`config.mk`:
```
export PLATFORM = sky130hd
export DESIGN_NAME = mbox_irq
export DESIGN_NICKNAME = d
export VERILOG_FILES = /design/src/rtl/mbox_irq.sv
export SDC_FILE = /design/constraint.sdc
export NUM_CORES = 1
export LEC_CHECK = 0
export ABC_AREA = 1
export BUFFER_PORTS_ARGS = -buffer_cell sky130_fd_sc_hd__buf_2
export CAP_MARGIN = 15
export CORE_AREA = 3 3 40 42
export CTS_BUF_LIST = sky130_fd_sc_hd__clkbuf_8
export CTS_CLUSTER_SIZE = 12
export DETAILED_ROUTE_END_ITERATION = 12
export DIE_AREA = 0 0 43 45
export PLACE_DENSITY = 0.5
export SLEW_MARGIN = 10
export SYNTH_ARGS = -nofsm -noshare
export SYNTH_HDL_FRONTEND = slang
export SYNTH_SLANG_ARGS = --single-unit
```
`constraint.sdc`:
```
create_clock -name clk -period 0.95 [get_ports clk]
set_input_delay 0.0475 -clock clk [delete_from_list [all_inputs] [get_ports clk]]
set_output_delay 0.0475 -clock clk [all_outputs]
set_load 0.03 [all_outputs]
```
`src/rtl/mbox_irq.sv`:
```
module mbox_irq #(
  parameter int AW = 12
) (
  input  logic          clk,
  input  logic          rst_n,
  input  logic          lp_sel,
  input  logic          lp_wr,
  input  logic          lp_oe,
  input  logic [AW-1:0] lp_addr,
  input  logic          lp_busy,
  input  logic          rp_sel,
  input  logic          rp_wr,
  input  logic          rp_oe,
  input  logic [AW-1:0] rp_addr,
  input  logic          rp_busy,
  output logic          lp_irq_n,
  output logic          rp_irq_n
);

  localparam logic [AW-1:0] RBOX = '1;
  localparam logic [AW-1:0] LBOX = RBOX - 1'b1;

  logic lp_wr_ok, lp_rd_ok, rp_wr_ok, rp_rd_ok;
  logic set_l, clr_l, set_r, clr_r;
  logic irq_l, irq_r;

  assign lp_wr_ok = lp_sel & lp_wr & ~lp_busy;
  assign lp_rd_ok = lp_sel & ~lp_wr & lp_oe & ~lp_busy;
  assign rp_wr_ok = rp_sel & rp_wr & ~rp_busy;
  assign rp_rd_ok = rp_sel & ~rp_wr & rp_oe & ~rp_busy;

  assign set_r = lp_wr_ok & (lp_addr == RBOX);
  assign clr_r = rp_rd_ok & (rp_addr == RBOX);
  assign set_l = rp_wr_ok & (rp_addr == LBOX);
  assign clr_l = lp_rd_ok & (lp_addr == LBOX);

  always_ff @(posedge clk or negedge rst_n) begin
    if (!rst_n) begin
      irq_l <= 1'b0;
      irq_r <= 1'b0;
    end else begin
      irq_l <= set_l | (irq_l & ~clr_l);
      irq_r <= set_r | (irq_r & ~clr_r);
    end
  end

  assign lp_irq_n = ~irq_l;
  assign rp_irq_n = ~irq_r;

  a_r1_reset_idle: assert property (@(posedge clk)
    !rst_n |-> (lp_irq_n && rp_irq_n));

  a_r2_left_sets_right: assert property (@(posedge clk) disable iff (!rst_n)
    (lp_sel && lp_wr && !lp_busy && lp_addr == RBOX) |=> !rp_irq_n);

  a_r3_right_sets_left: assert property (@(posedge clk) disable iff (!rst_n)
    (rp_sel && rp_wr && !rp_busy && rp_addr == LBOX) |=> !lp_irq_n);

  a_r4_right_clears: assert property (@(posedge clk) disable iff (!rst_n)
    (rp_sel && !rp_wr && rp_oe && !rp_busy && rp_addr == RBOX &&
     !(lp_sel && lp_wr && !lp_busy && lp_addr == RBOX)) |=> rp_irq_n);

  a_r4_left_clears: assert property (@(posedge clk) disable iff (!rst_n)
    (lp_sel && !lp_wr && lp_oe && !lp_busy && lp_addr == LBOX &&
     !(rp_sel && rp_wr && !rp_busy && rp_addr == LBOX)) |=> lp_irq_n);

  a_r7_busy_keeps_right: assert property (@(posedge clk) disable iff (!rst_n)
    (!rp_irq_n && rp_busy) |=> !rp_irq_n);

  a_r7_busy_keeps_left: assert property (@(posedge clk) disable iff (!rst_n)
    (!lp_irq_n && lp_busy) |=> !lp_irq_n);

  a_r6_busy_no_set_right: assert property (@(posedge clk) disable iff (!rst_n)
    (rp_irq_n && lp_busy) |=> rp_irq_n);

  a_r6_busy_no_set_left: assert property (@(posedge clk) disable iff (!rst_n)
    (lp_irq_n && rp_busy) |=> lp_irq_n);

  a_r10_idle_hold: assert property (@(posedge clk) disable iff (!rst_n)
    (!lp_sel && !rp_sel) |=> ($stable(lp_irq_n) && $stable(rp_irq_n)));

endmodule

```
==> results of run 1 <==
timing repair:
item	in CTS	in global routing
hold endpoints to repair	2	0
endpoints found under the setup margin	0	0
hold buffers	1	0
worst register-to-register path: stages, from the launching register on:
cell and delay [ps]:
dfrtp_1 370, o21ai_1 70, nand2_1 50
cell usage after synthesis (all sizes together):
cell type   n  area share, %
dfrtp       2             21
inv         9             14
nand2      22             34
nand3       1            2.1
nand4       2            5.2
nor2        9             18
nor3b       1            3.1
o21ai       1            2.1
power by group through the flow:
stage               Sequential (W)  Clock (W)  Combinational [W]
floorplan                0.0000870          0          0.0000298
global placement         0.0000870          0          0.0000975
detailed placement       0.0000871          0          0.0000988
CTS                      0.0000862   0.000342           0.000102
global route             0.0000862   0.000355           0.000115
finish                   0.0000862   0.000331           0.000101
layer usage:
layer  vias up  track usage [%]  part of all wire, %
met5         -                0                    0
met4         0             7.23                  1.1
met3         2             2.79                   16
met2        26             9.58                   41
met1       137             8.92                   42
li1        218                -                    -
worst paths after layout:
kind | to | cells past startpoint
max in group asynchronous | irq_l | 2
setup / recovery | rp_irq_n | 2
setup reg to reg | irq_r | 2
hold / removal | irq_l | 4
min in group asynchronous | irq_r | 2
hold reg to reg | irq_l | 2
metrics by stage:
| stage | hold WS [ps] | power [W] |
|---|---|---|
| final | 126 | 0.000519 |
| after global routing | 162 | 0.000556 |
| after CTS | 125 | 0.000530 |
| after detailed placement | -166 | 0.000186 |
| after global placement | -166 | 0.000185 |
| after floorplan | -248 | 0.000117 |
cell usage in the layout (no fill, tap or decap):
master / count
nor2_1: 5
clkbuf_8: 3
buf_2: 35
inv_1: 9
o21ai_1: 1
nor2_2: 4
dfrtp_1: 2
dlygate4sd3_1: 1
nand2_1: 22
nand4_1: 2
nor3b_1: 1
nand3_1: 1
layout make-up:
cell class	count	area [um2]
Clock buffer	3	41.3
Fill cell	143	800
Inverter	9	33.8
Multi-Input combinational cell	36	156
Sequential cell	2	50.0
Tap cell	15	18.8
Timing Repair Buffer	36	185
flip-flops by register name, summed over array words and instances, names as in the netlist:
signal	count
irq_r	1
irq_l	1
kinds of logic (layout without fill, tap and decap cells):
group / count (synthesis) / in the layout / share of synthesized area [%]
AO/OA/AOI/OAI: 1 / 1 / 2.08
AND/OR/NAND/NOR: 35 / 35 / 63.0
flip-flops: 2 / 2 / 20.8
buffers and inverters: 9 / 48 / 14.1
==> metrics.yaml, run 1 <==
status: "finished, final reports clean"
worst-setup-path-type: "register to primary output"
cap_viol_max_count: 0
p_int_w: 0.000417
crit_slowest_cell: "dfrtp_1"
die_y_um: 45
arrival_ps: 810
critPathRequiredTime_ps: 900
endpoint_kind: "primary output"
critPathMaxStageDelay_ps: 370
pre_cts_ws_ps: 275
cts-resized-gates: 0
dp_cells: 97
grt_overflow: 0
syn_nets: 81
wl_per_cell_um: 6.94
clock_power_share_pct: 63.8
setup_viol: 0
p_per_area_nw_per_um2: 1070
grt_usage_pct: 7.33
drtAntennaViolNets: 0
fin_ws_ps: 95.6
worstMarginPinSlew_ps: 158
post-cts-setup-buffers: 0
crit_start: "irq_r"
period_needed_ps: 854
areaGrowthSynthToFinish_pct: 102
cts_root_buf: "clkbuf_8"
syn-mean-instance-area_um2: 5.11
grt_pass1_vias: 301
clock_path_buffers: 2
dp_hpwl_um: 634
hold_viol: 0
tns_ps: 0
rows: 13
drc: 0
dieWidth_um: 43
yosysUniqueCellTypes: 9
drive_gt1_share_pct: 48.8
drt_iter0_markers: 7
comb_power_share_pct: 19.6
irDropWorstVdd_uv: 415
fin_cells: 101
synth_warnings: 0
hold_start: "rp_addr[0]"
ys_seq_area_share_pct: 20.8
path_buf_inv: 2
pwr-share-seq_pct: 16.6
slew_violations: 0
rsz0062_at_grt: "no"
start_kind: "register"
timing.rr.start: "irq_r"
finClkSkew_ps: 0
start_util_pct: 18.7
fin_nets: 122
wl_um: 701
max_freq_ghz: 1.17
cts.clk_slew.worst_paths_ps: 30
period_share_pct: 89.9
syn_area_um2: 240
worstSkewPairLatency_ps: 210
cp_max_fo: 2
antenna_found_initial: 0
p_sw_share_pct: 19.7
ios: 36
first_pass_iters: 4
path_cells: "inv_1, buf_2"
power_switching_w: 0.000102
final_area_um2: 485
core_area_um2: 1280
numCtsBuffers: 3
vias_per_cell: 3.79
p_leak_nw: 0.294
num_vias: 383
cts.sinks: 2
grt_pass1_wl_um: 1010
relSlewSlack_pct: 89.5
htreeDepth: 1
dpl_cell_area_um2: 434
globalplace.congestion: 0.605
r2r_setup_slack_ps: 340
final_util_pct: 37.8
tritoncts: "done"
critPathTopFamily: "flip-flops"
synth_seq_cells: 2
holdCritPathClass: "primary input to register"
grt_max_degree: 3
numPortBuffers: 35
n_antenna_cell: 0
syn_inst: 47
die_area_um2: 1940
Power figures use the tool's default switching activity.
==> inputs of run 2 (changes only) <==
==> constraint.sdc (replaced) <==
create_clock -name clk -period 0.8 [get_ports clk]
set_input_delay 0.04 -clock clk [delete_from_list [all_inputs] [get_ports clk]]
set_output_delay 0.04 -clock clk [all_outputs]
set_load 0.03 [all_outputs]
==> run 2 against run 1 <==
Compared with the run above: register-to-register slack got worse by 260 ps; non-clock buffer count increased by 2; clock skew unchanged; global-route usage increased by 0.33 points; cell area increased by 5.7%; critical path type unchanged; critical endpoint is now lp_irq_n; largest power group unchanged.
==> metrics.yaml, run 2 (same netlist as run 1, synthesis figures left out) <==
grt_pass1_wl_um: 1050
p_int_w: 0.000495
fin_cells: 103
worstMarginPinSlew_ps: 158
top_regs: "irq_l x1, irq_r x1"
fill_cells: 150
setup_viol: 0
register_area_um2: 50.0
period_share_pct: 99.8
multi_input_area_um2: 156
num_vias: 385
wl_um: 727
globalplace.congestion: 0.605
worstSkewPairLatency_ps: 210
die_area_um2: 1940
n_antenna_cell: 0
path_buf_inv: 2
core_area_um2: 1280
hold_depth: 4
power_switching_w: 0.000122
p_per_area_nw_per_um2: 1200
areaGrowthSynthToFinish_pct: 114
slew_violations: 0
fin_ws_ps: 1.59
worstRegToRegCells: 3
drtAntennaViolNets: 0
timing.rr.start: "irq_l"
dpl_cell_area_um2: 434
path_cells: "inv_2, buf_6"
relSlewSlack_pct: 89.5
critPathRequiredTime_ps: 760
p_sw_share_pct: 19.7
die_y_um: 45
irDropWorstVdd_uv: 489
clock_power_share_pct: 63.7
numPortBuffers: 35
antenna_found_initial: 0
grt_pass1_vias: 310
drc: 0
arrival_ps: 760
start_kind: "register"
hold_start: "rp_addr[0]"
drive_gt1_share_pct: 51.1
hold_end: "irq_l"
crit_slowest_cell: "dfrtp_1"
layout_common_cells: "buf_2 (33), nand2_1 (22), inv_1 (8)"
first_pass_iters: 4
start_util_pct: 18.7
drt_iter0_markers: 6
comb_power_share_pct: 19.7
grt_usage_pct: 7.66
max_freq_ghz: 1.25
worst_r2r_endpoint: "irq_l"
htreeDepth: 1
final_area_um2: 513
pwr-share-seq_pct: 16.6
dp_hpwl_um: 647
hold_viol: 0
finClkSkew_ps: 0
rsz0062_at_grt: "yes"
holdCritPathClass: "primary input to register"
dp_cells: 97
cts_root_buf: "clkbuf_8"
tritoncts: "done"
pre_cts_ws_ps: 126
fin_nets: 124
final_common_cell: "buf_2"
r2r_setup_slack_ps: 80
rows: 13
clock_path_buffers: 2
vias_per_cell: 3.74
p_leak_nw: 0.313
cts.sinks: 2
numCtsBuffers: 3
period_needed_ps: 798
dieWidth_um: 43
endpoint_kind: "primary output"
cap_viol_max_count: 0
grt_overflow: 0
worst-setup-path-type: "register to primary output"
tns_ps: 0
wl_per_cell_um: 7.06
status: "finished, final reports clean"
cts.clk_slew.worst_paths_ps: 30
critPathTopFamily: "flip-flops"
ios: 36
critPathMaxStageDelay_ps: 380
cp.depth: 2
grt_max_degree: 3
cp_max_fo: 2
## run 2: changes by cell type in the layout (fill, tap and decap cells not counted)
cell   delta
buf_2     -2
buf_4     +2
buf_6     +2
inv_1     -1
inv_2     +1
## run 2: metrics by stage
stage                     total power, W  util, %  hold WS, ps
after global placement          0.000219     33.8         -174
after detailed placement        0.000221     33.8         -173
after floorplan                 0.000139        -         -256
after global routing            0.000662     39.9          155
final                           0.000617     39.9          119
after CTS                       0.000631     39.9          117
## run 2: area by class of cell
cell class	instances	share of cell area [%]
Timing Repair Buffer	38	41.5
Inverter	9	6.59
Tap cell	15	3.66
Sequential cell	2	9.76
Multi-Input combinational cell	36	30.5
Clock buffer	3	8.05
## run 2: timing repair
item / CTS / global route
endpoints found under the hold margin: 2 / 0
hold buffers: 1 / 0
setup endpoints to repair: 2 / 2
setup buffers: 2 / 0
gates resized for setup: 4 / 1
## run 2: how the worst max path moves through the flow
stage	end	slack, ps	from
after global placement	irq_r	120	rp_wr
after detailed placement	irq_l	130	lp_addr[10]
after CTS	lp_irq_n	-10	irq_l
after global routing	rp_irq_n	-40	irq_r
after floorplan	lp_irq_n	210	irq_l
final	lp_irq_n	2	irq_l
## run 2: tightest hold or removal path: stages
cell and delay, ps:
buf_2 90, nor3b_1 40, nand4_1 60, nand2_1 50
## run 2: power groups by stage
stage | Clock [W] | Combinational (W) | Sequential, W
2_1_floorplan | 0 | 0.0000354 | 0.000103
3_3_place_gp | 0 | 0.000116 | 0.000103
3_5_place_dp | 0 | 0.000118 | 0.000103
4_1_cts | 0.000406 | 0.000122 | 0.000102
5_1_grt | 0.000421 | 0.000138 | 0.000102
6_report | 0.000393 | 0.000121 | 0.000102
## run 2: metal layers
metal	wire (um)	vias to the layer above	global-route usage, %
met2	309	26	10.8
met5	0	-	0
li1	-	221	-
met4	8	0	7.23
met1	312	136	9.16
met3	97	2	2.39
==> inputs of run 3 (changes only) <==
--- a/config.mk
+++ b/config.mk
@@ -5,7 +5,6 @@
 export SDC_FILE = /design/constraint.sdc
 export NUM_CORES = 1
 export LEC_CHECK = 0
-export ABC_AREA = 1
 export BUFFER_PORTS_ARGS = -buffer_cell sky130_fd_sc_hd__buf_2
 export CAP_MARGIN = 15
 export CORE_AREA = 3 3 40 42
@@ -13,7 +12,7 @@
 export CTS_CLUSTER_SIZE = 12
 export DETAILED_ROUTE_END_ITERATION = 12
 export DIE_AREA = 0 0 43 45
-export PLACE_DENSITY = 0.5
+export PLACE_DENSITY = 0.44
 export SLEW_MARGIN = 10
 export SYNTH_ARGS = -nofsm -noshare
 export SYNTH_HDL_FRONTEND = slang
==> run 3 against run 2 <==
Compared with the run above: utilization is 2.7 points lower; register-to-register slack better by 30 ps; clock power hardly changed; sequential share of layout area is 0.72 points higher; critical path depth is 3 higher; the run now ends with setup timing left; non-clock buffer count is 2 lower; die area stayed put; critical path type is now primary input to register; maximum frequency is 6.3% lower; combinational power hardly changed; global-route usage is 2.3 points higher; power is 0.21% higher; worst hold slack worse by 16 ps.
==> metrics.yaml, run 3 <==
status: "complete, but fails checks"
violations: "setup timing"
grt_pass1_wl_um: 1400
grt_pass1_vias: 371
dp_cells: 70
ios: 36
grt_max_degree: 3
globalplace.congestion: 0.660
syn_inst: 20
holdCritPathClass: "primary input to register"
layout_common_cells: "buf_2 (28), buf_6 (7)"
worst_r2r_endpoint: "irq_r"
pwr-share-seq_pct: 16.6
drtAntennaViolNets: 0
max_freq_ghz: 1.17
arrival_ps: 940
relSlewSlack_pct: 83.5
ys_seq_area_share_pct: 29.2
die_area_um2: 1940
drive_gt1_share_pct: 67.8
hold_viol: 0
numPortBuffers: 35
synth-async-reset-ratio_pct: 100
power_switching_w: 0.000116
fin_hold_ws_ps: 104
clock_power_share_pct: 63.5
syn-mean-instance-area_um2: 8.57
synth_warnings: 0
irDropWorstVdd_uv: 658
core_area_um2: 1280
tritoncts: "done"
synth_area_leaders: "dfrtp_1 (29%), nand4b_1 (15%), nor4_2 (15%)"
htreeDepth: 1
start_kind: "primary input"
setup_viol: 3
synth_edf_count: 0
cts_root_buf: "clkbuf_8"
ys_top_cells_by_count: "inv_1 (3), nand3_1 (3), nand4b_1 (3)"
cts.sinks: 2
worstMarginPinSlew_ps: 246
dieWidth_um: 43
p_sw_share_pct: 18.7
endpoint_kind: "register"
r2r_setup_slack_ps: 110
dp_hpwl_um: 657
endpoint: "irq_r"
slew_violations: 0
drc: 0
worstRegToRegCells: 1
wl_um: 789
grt_usage_pct: 9.99
p_leak_nw: 0.248
worst-setup-path-type: "primary input to register"
critPathRequiredTime_ps: 890
antenna_found_initial: 0
comb_power_share_pct: 20.0
rsz0062_at_grt: "yes"
timing.rr.start: "irq_r"
crit_start: "rp_addr[3]"
worstSkewPairLatency_ps: 210
wl_per_cell_um: 10.7
hold_start: "rp_wr"
n_antenna_cell: 0
p_int_w: 0.000503
top_regs: "irq_l x1, irq_r x1"
fin_cells: 74
fin_nets: 95
vias_per_cell: 4.49
period_needed_ps: 852
clock_path_buffers: 2
areaGrowthSynthToFinish_pct: 179
final_util_pct: 37.2
cp_max_fo: 2
pre_cts_ws_ps: -284
drt_iter0_markers: 2
ys.flop_type: "dfrtp_1"
synth_largest_area_cell: "dfrtp_1"
fin_ws_ps: -52.3
synth_top_area_share_pct: 29.2
cap_viol_max_count: 0
p_per_area_nw_per_um2: 1290
cts.clk_slew.worst_paths_ps: 30
finClkSkew_ps: 0
start_util_pct: 13.3
numCtsBuffers: 3
first_pass_iters: 2
rows: 13
final_common_cell: "buf_2"
yosysUniqueCellTypes: 9
die_y_um: 45
period_share_pct: 107
grt_overflow: 0
num_vias: 332
syn_nets: 54
synth_seq_cells: 2
syn_area_um2: 171
[run 3: critical path, stage by stage]
cell	delay, ps
buf_6	70
nand4_1	150
nor4_4	330
nand4b_1	140
a32o_1	220
[run 3: what timing repair did]
action / 4_1_cts / 5_1_grt
resized for setup: 9 / 2
setup endpoints to repair: 3 / 4
hold endpoints to repair: 2 / 0
pin swaps: 1 / 1
buffers inserted: 0 / 0
hold buffers: 1 / 0
[run 3: power groups by stage]
stage	clock network (W)	registers, W	logic, W
after CTS	0.000407	0.000102	0.000117
after floorplan	0	0.000103	0.0000155
after global placement	0	0.000103	0.0000982
after detailed placement	0	0.000103	0.0000984
after global routing	0.000431	0.000102	0.000137
final	0.000393	0.000102	0.000123
[run 3: stage by stage]
stage	total power, W	TNS (ps)	cell area [um2]
after floorplan	0.000119	-41.5	171
after global placement	0.000202	-399	365
after detailed placement	0.000202	-467	365
after CTS	0.000626	-67.5	463
after global routing	0.000670	-220	478
final	0.000618	-57.7	478
[run 3: cell type report]
| cell class | instances | area, um2 |
|---|---|---|
| Clock buffer | 3 | 41.3 |
| Fill cell | 131 | 807 |
| Inverter | 3 | 11.3 |
| Multi-Input combinational cell | 15 | 128 |
| Sequential cell | 2 | 50.0 |
| Tap cell | 15 | 18.8 |
| Timing Repair Buffer | 36 | 229 |
[run 3: kinds of logic (layout without fill, tap and decap cells)]
| group | after synthesis | after routing | share of synthesized area, % |
|---|---|---|---|
| compound gates | 2 | 2 | 11.7 |
| buf+inv | 3 | 42 | 6.57 |
| flops | 2 | 2 | 29.2 |
| simple gates | 13 | 13 | 52.6 |
[run 3: routing by layer]
layer / vias up / routed length (um) / global-route usage, %
met3: 0 / 161 / 4.78
li1: 160 / - / -
met4: 0 / 0 / 5.42
met2: 37 / 335 / 15.3
met1: 135 / 292 / 11.6
met5: - / 0 / 0
[run 3: worst min-delay path by stage]
stage | slack, ps | depth (start not counted) | to
2_1_floorplan | -260 | 0 | irq_l
3_3_place_gp | -170 | 1 | irq_l
3_5_place_dp | -170 | 1 | irq_l
4_1_cts | 100 | 2 | irq_l
5_1_grt | 110 | 2 | irq_r
6_report | 100 | 2 | irq_l
